## src/rtl/fpg_pkg.sv

```systemverilog
package fpg_pkg;

    // Countdown FSM: idle while the interval register is zero
    typedef enum logic {
        CD_IDLE,
        CD_RUN
    } cd_state_e;

    // Pulse FSM: output low or high
    typedef enum logic {
        PS_QUIET,
        PS_ACTIVE
    } ps_state_e;

endpackage

```

## src/rtl/fpg_prescaler.sv

```systemverilog
module fpg_prescaler #(
    parameter int PRESC_W = 16
) (
    input  logic               clk,
    input  logic               rst_n,
    input  logic               tick,
    input  logic [PRESC_W-1:0] prescale,
    output logic [PRESC_W-1:0] presc_eff,
    output logic               oclk
);
    localparam int CW = PRESC_W + 1;

    logic [PRESC_W-1:0] phase;
    logic [CW-1:0]      div;
    logic [CW-1:0]      half;
    logic [CW-1:0]      phase_inc;

    always_comb begin
        div       = (prescale == '0) ? CW'(1) : {1'b0, prescale};
        half      = (div + CW'(1)) >> 1;
        phase_inc = {1'b0, phase} + CW'(1);
    end

    always_ff @(posedge clk or negedge rst_n) begin
        if (!rst_n) begin
            phase <= '0;
        end else if (tick) begin
            // wrap also covers a prescale that shrank below the phase
            phase <= (phase_inc >= div) ? '0 : phase_inc[PRESC_W-1:0];
        end
    end

    assign presc_eff = div[PRESC_W-1:0];
    assign oclk      = ({1'b0, phase} < half);

endmodule

```

## src/rtl/fpg_countdown.sv

```systemverilog
module fpg_countdown #(
    parameter int IVL_W    = 32,
    parameter int PERIOD_W = 8
) (
    input  logic                clk,
    input  logic                rst_n,
    input  logic                tick,
    input  logic [PERIOD_W-1:0] tick_period,
    input  logic                wr,
    input  logic [IVL_W-1:0]    wdata,
    output logic                expire
);
    import fpg_pkg::*;

    cd_state_e        state;
    cd_state_e        state_nxt;
    logic [IVL_W-1:0] ivl_q;
    logic [IVL_W-1:0] remain;
    logic [IVL_W-1:0] step;
    logic             below_step;

    assign step = IVL_W'(tick_period);

    // state register
    always_ff @(posedge clk or negedge rst_n) begin
        if (!rst_n) state <= CD_IDLE;
        else        state <= state_nxt;
    end

    // transitions
    always_comb begin
        state_nxt = state;
        unique case (state)
            CD_IDLE: if (wr && (wdata != '0)) state_nxt = CD_RUN;
            CD_RUN:  if (wr && (wdata == '0)) state_nxt = CD_IDLE;
            default: state_nxt = CD_IDLE;
        endcase
    end

    // interval register and running count
    always_ff @(posedge clk or negedge rst_n) begin
        if (!rst_n) begin
            ivl_q  <= '0;
            remain <= '0;
        end else if (wr) begin
            ivl_q  <= wdata;
            remain <= wdata;
        end else if ((state == CD_RUN) && tick) begin
            remain <= below_step ? ivl_q : (remain - step);
        end
    end

    // outputs
    always_comb begin
        below_step = (remain < step);
        expire     = (state == CD_RUN) && tick && !wr && below_step;
    end

endmodule

```

## src/rtl/fpg_pulse_fsm.sv

```systemverilog
module fpg_pulse_fsm #(
    parameter int PRESC_W = 16
) (
    input  logic               clk,
    input  logic               rst_n,
    input  logic               tick,
    input  logic               expire,
    input  logic [PRESC_W-1:0] presc_eff,
    output logic               pulse,
    output logic               start
);
    import fpg_pkg::*;

    ps_state_e          state;
    ps_state_e          state_nxt;
    logic [PRESC_W-1:0] width_left;
    logic               last_tick;

    // state register
    always_ff @(posedge clk or negedge rst_n) begin
        if (!rst_n) state <= PS_QUIET;
        else        state <= state_nxt;
    end

    // transitions
    always_comb begin
        last_tick = tick && (width_left <= PRESC_W'(1));
        state_nxt = state;
        unique case (state)
            PS_QUIET:  if (expire)                 state_nxt = PS_ACTIVE;
            PS_ACTIVE: if (last_tick && !expire)   state_nxt = PS_QUIET;
            default:                               state_nxt = PS_QUIET;
        endcase
    end

    // width counter in ticks
    always_ff @(posedge clk or negedge rst_n) begin
        if (!rst_n) begin
            width_left <= '0;
        end else if (start) begin
            width_left <= presc_eff;
        end else if ((state == PS_ACTIVE) && tick) begin
            width_left <= width_left - PRESC_W'(1);
        end
    end

    // outputs
    always_comb begin
        pulse = (state == PS_ACTIVE);
        unique case (state)
            PS_QUIET:  start = expire;
            PS_ACTIVE: start = last_tick && expire;
            default:   start = 1'b0;
        endcase
    end

endmodule

```

## src/rtl/fpg_event_flag.sv

```systemverilog
module fpg_event_flag (
    input  logic clk,
    input  logic rst_n,
    input  logic set,
    input  logic clr,
    output logic flag
);
    always_ff @(posedge clk or negedge rst_n) begin
        if (!rst_n) flag <= 1'b0;
        else        flag <= (flag && !clr) || set;
    end
endmodule

```

## src/rtl/interval_pulse_gen.sv

```systemverilog
module interval_pulse_gen #(
    parameter int NGEN     = 2,
    parameter int IVL_W    = 32,
    parameter int PERIOD_W = 8,
    parameter int PRESC_W  = 16
) (
    input  logic                clk,
    input  logic                rst_n,
    input  logic                tick,
    input  logic [PERIOD_W-1:0] tick_period,
    input  logic [PRESC_W-1:0]  prescale,
    input  logic [NGEN-1:0]     ivl_wr,
    input  logic [IVL_W-1:0]    ivl_data,
    input  logic [NGEN-1:0]     evt_clr,
    output logic                oclk,
    output logic [NGEN-1:0]     pulse,
    output logic [NGEN-1:0]     evt
);
    logic [PRESC_W-1:0] presc_eff;

    fpg_prescaler #(.PRESC_W(PRESC_W)) u_presc (
        .clk       (clk),
        .rst_n     (rst_n),
        .tick      (tick),
        .prescale  (prescale),
        .presc_eff (presc_eff),
        .oclk      (oclk)
    );

    for (genvar g = 0; g < NGEN; g++) begin : g_gen
        logic expire;
        logic start;

        fpg_countdown #(.IVL_W(IVL_W), .PERIOD_W(PERIOD_W)) u_cd (
            .clk         (clk),
            .rst_n       (rst_n),
            .tick        (tick),
            .tick_period (tick_period),
            .wr          (ivl_wr[g]),
            .wdata       (ivl_data),
            .expire      (expire)
        );

        fpg_pulse_fsm #(.PRESC_W(PRESC_W)) u_pfsm (
            .clk       (clk),
            .rst_n     (rst_n),
            .tick      (tick),
            .expire    (expire),
            .presc_eff (presc_eff),
            .pulse     (pulse[g]),
            .start     (start)
        );

        fpg_event_flag u_evt (
            .clk   (clk),
            .rst_n (rst_n),
            .set   (start),
            .clr   (evt_clr[g]),
            .flag  (evt[g])
        );
    end

endmodule

```

## config.mk

```make
export PLATFORM = sky130hd
export DESIGN_NAME = interval_pulse_gen
export DESIGN_NICKNAME = d
export VERILOG_FILES = /design/src/rtl/fpg_pkg.sv /design/src/rtl/fpg_prescaler.sv /design/src/rtl/fpg_countdown.sv /design/src/rtl/fpg_pulse_fsm.sv /design/src/rtl/fpg_event_flag.sv /design/src/rtl/interval_pulse_gen.sv
export SDC_FILE = /design/constraint.sdc
export NUM_CORES = 1
export LEC_CHECK = 0
export ABC_CLOCK_PERIOD_IN_PS = 3400
export CORE_ASPECT_RATIO = 0.8
export CORE_MARGIN = 2
export CORE_UTILIZATION = 58
export DETAILED_ROUTE_END_ITERATION = 10
export DONT_BUFFER_PORTS = 1
export PLACE_DENSITY = 0.83
export SYNTH_ARGS = -nofsm -noshare
export SYNTH_HDL_FRONTEND = slang
export SYNTH_HIERARCHICAL = 1
export SYNTH_SLANG_ARGS = --single-unit
```

## constraint.sdc

```tcl
create_clock -name clk -period 3.4 [get_ports clk]
set_input_delay 0 -clock clk [delete_from_list [all_inputs] [get_ports clk]]
set_output_delay 0 -clock clk [all_outputs]
set_load 0.02 [all_outputs]
```

==> run metrics <==
worst hold margin=-0.7528 ns; vias in the first global route=10570; Slew Limit Fails=0; EDFF count, synth=0; maxcap violations=0; status=finished with violations; CTS clk-pin slew, worst paths=0.08 ns; share of post-route cells with drive strength above 1=13.53%; synthesized flop and latch total=182; max incr delay on CP=0.39 ns; CTS root buffer=clkbuf_16; row count=46; async set-reset flop share out of synthesis=100.0%; Area Overhead vs Synth=15.01%; part of the cycle the worst path needs=98.33%; startpoint types=flop; post-synthesis mux area share=6.090%; Final Cell Area=13750 µm²; Worst Path Arrival=3.70 ns; post-synthesis simple-gate area fraction=21.04%; Netlist cell types=83; Placed Area=12340 µm²; drt pass-1 iters=6; vias per cell=6.737; maximum vdd drop=0.2854 mV; dpl ws=-0.04098 ns; ys flop type=dfrtp_1; failing checks=hold timing; Post-route DRC=0; CTS Buffer Depth=2; Mapped Avg Cell Area=9.169 µm²; Overall Global Routing Usage=32.27%; Fin. Hold Viols=182; largest family of logic cells by synthesized area=simple AND/OR/NAND/NOR gates; WS Path Type=flop to flop; Worst Setup SP=u_presc/phase[5]; Mapped Cells=1304; leak pwr=5.888 nW; crit path max fanout=15; Cell Chain, Critical Path=and4_4, and3_1, nand2_1, nor4b_2, xor2_1, ha_1, a21o_1, a211o_1, a31o_1, a211oi_2, buf_6, or2b_1, a31oi_1; Max transition margin=35.67%; worst reg2reg path startpoint=u_presc/phase[5]; min Tclk post-route=3.343 ns; data required time at the worst endpoint=3.75 ns; die area=21790 µm²; Remaining Overflow, GRT=0; most frequent cells in the layout=182 x dfrtp_1, 99 x nand2_1, 97 x o21ai_0; H-tree depth=4; total CTS buffers=17; initial antenna violation count=2; fin cells=1654; Synth Area in XOR/XNOR=4.468%; CP max-delay cell=dfrtp_1; worst-margin pin slew=0.9614 ns; Placer Congestion=0.9537; Horiz. Die Dim=164.5 µm; Hold Buf Count CTS=73; Final setup viols=0; CTS tree=done; Die Y=132.4 µm; Highest Clock Rate=299.1 MHz; sequential element share of the synthesized area=38.09%; Worst Skew=0.01553 ns; Mapped Area=11960 µm²; DP Wirelength=22.16 mm; clock latency on the worst-skew pair=0.44 ns; pin count of the biggest net entering global routing=183; # fillers=1459; fraction of the mapped netlist area in compound gates=19.67%; drt wl/cell=21.06 µm; # nets final=1493; synthesis warning total=6; worst min path class=input port to asynchronous set/reset pin; first-pass GRT wire length=55.90 mm; Crit. End Element=flop; final WL=34.83 mm; Fin Setup TNS=0 ns; syn_nets=1421; core area=20030 µm²; Placed Instances=1547; commonest non-fill, non-tap cell in the layout=dfrtp_1; Vias=11140; Initial Utilization=59.70%; drt initial violations=1677; final core occ=68.65%; Ports=68; post-route ant nets=0; PD cells=433.8 nW/µm²; worst setup margin=0.05689 ns; Num Clock Sinks=182; port buffer count=0; total chip power=5.964 mW; adder-cell share of the synthesized area=5.776%
==> power breakdown <==
group / total (mW) / internal [mW] / switching, mW / leakage, nW
Combinational: 1.37 / 0.622 / 0.750 / 3.40
Sequential: 2.57 / 2.38 / 0.195 / 2.19
Clock: 2.02 / 1.00 / 1.02 / 0.296
Total: 5.96 / 4.00 / 1.96 / 5.89
==> worst max-delay path: cells and delay by family (launching register included) <==
family / cells / cell delay, ns
fa+ha+maj: 1 / 0.26
flops: 1 / 0.39
buf+inv: 1 / 0.21
simple gates: 5 / 1.10
compound gates: 5 / 1.11
xor+xnor: 1 / 0.19
==> routing by layer <==
layer	vias up	track usage, %	wire [µm]
met5	-	0	13
met4	2	9.372	941
met3	108	7.680	3925
met2	675	46.95	15390
met1	5346	47.97	14560
li1	5012	-	-
==> synthesized netlist by cell type (all sizes together), types with 8 or more instances <==
cell | count | area, µm²
nor2 | 95 | 356.6
a31oi | 17 | 106.4
nand4 | 28 | 196.4
and4 | 8 | 72.57
o311ai | 8 | 70.07
nor3 | 49 | 294.0
a22o | 14 | 122.6
inv | 69 | 259.0
nand2b | 13 | 81.33
o211ai | 14 | 105.1
mux2 | 54 | 608.1
a21o | 14 | 105.1
and2 | 8 | 50.05
nand2 | 99 | 371.6
nand3 | 35 | 185.2
or3 | 20 | 128.9
and3 | 13 | 82.58
clkbuf | 51 | 191.4
o21ai | 103 | 515.5
a22oi | 41 | 307.8
ha | 52 | 650.6
or4 | 17 | 138.9
dfrtp | 182 | 4554
a21oi | 59 | 299.0
a211oi | 11 | 87.58
xor2 | 30 | 262.8
mux2i | 12 | 120.1
buf | 19 | 125.1
xnor2 | 31 | 271.5
nor4 | 42 | 344.1
==> what timing repair did <==
item	CTS	global route
resized for setup	1	6
endpoints found under the hold margin	362	182
setup buffers	0	1
setup endpoints to repair	5	15
==> layout make-up <==
cell class	instances	area (µm²)	area share [%]
Clock inverter	15	177.7	1.292
Tap cell	264	330.3	2.402
Inverter	70	264.0	1.920
Multi-Input combinational cell	982	6852	49.83
Antenna cell	1	2.502	0.01820
Timing Repair Buffer	123	1145	8.326
Sequential cell	182	4554	33.12
Clock buffer	17	425.4	3.094
==> cell families after synthesis <==
family                   Yosys count
multiplexers                      66
AND/OR/NAND/NOR                  451
flip-flops                       182
adder cells (fa/ha/maj)           54
buffers and inverters            140
XOR/XNOR                          61
AO/OA/AOI/OAI                    350
==> path summary, 6_finish.rpt <==
check                                                      to  slack (ns)  cells past startpoint
worst max-delay path                        u_presc/phase[13]        0.06                     13
worst min-delay path                  g_gen[1].u_cd/ivl_q[25]       -0.75                      0
worst max register to register              u_presc/phase[13]        0.06                     13
worst min register to register       g_gen[0].u_cd/remain[19]        0.50                      2
max in group asynchronous       g_gen[0].u_pfsm/width_left[5]        3.82                      0
min in group clk                     g_gen[0].u_cd/remain[14]        0.02                      3
==> registers in the layout (all words and copies together) (netlist names), named ones only <==
register and count:
g_gen.u_cd/ivl_q 64, g_gen.u_cd/remain 64, g_gen.u_pfsm/width_left 32, u_presc/phase 16
g_gen.u_evt/flag 2, g_gen.u_pfsm/pulse 2
(Power assumes the default switching activity.)
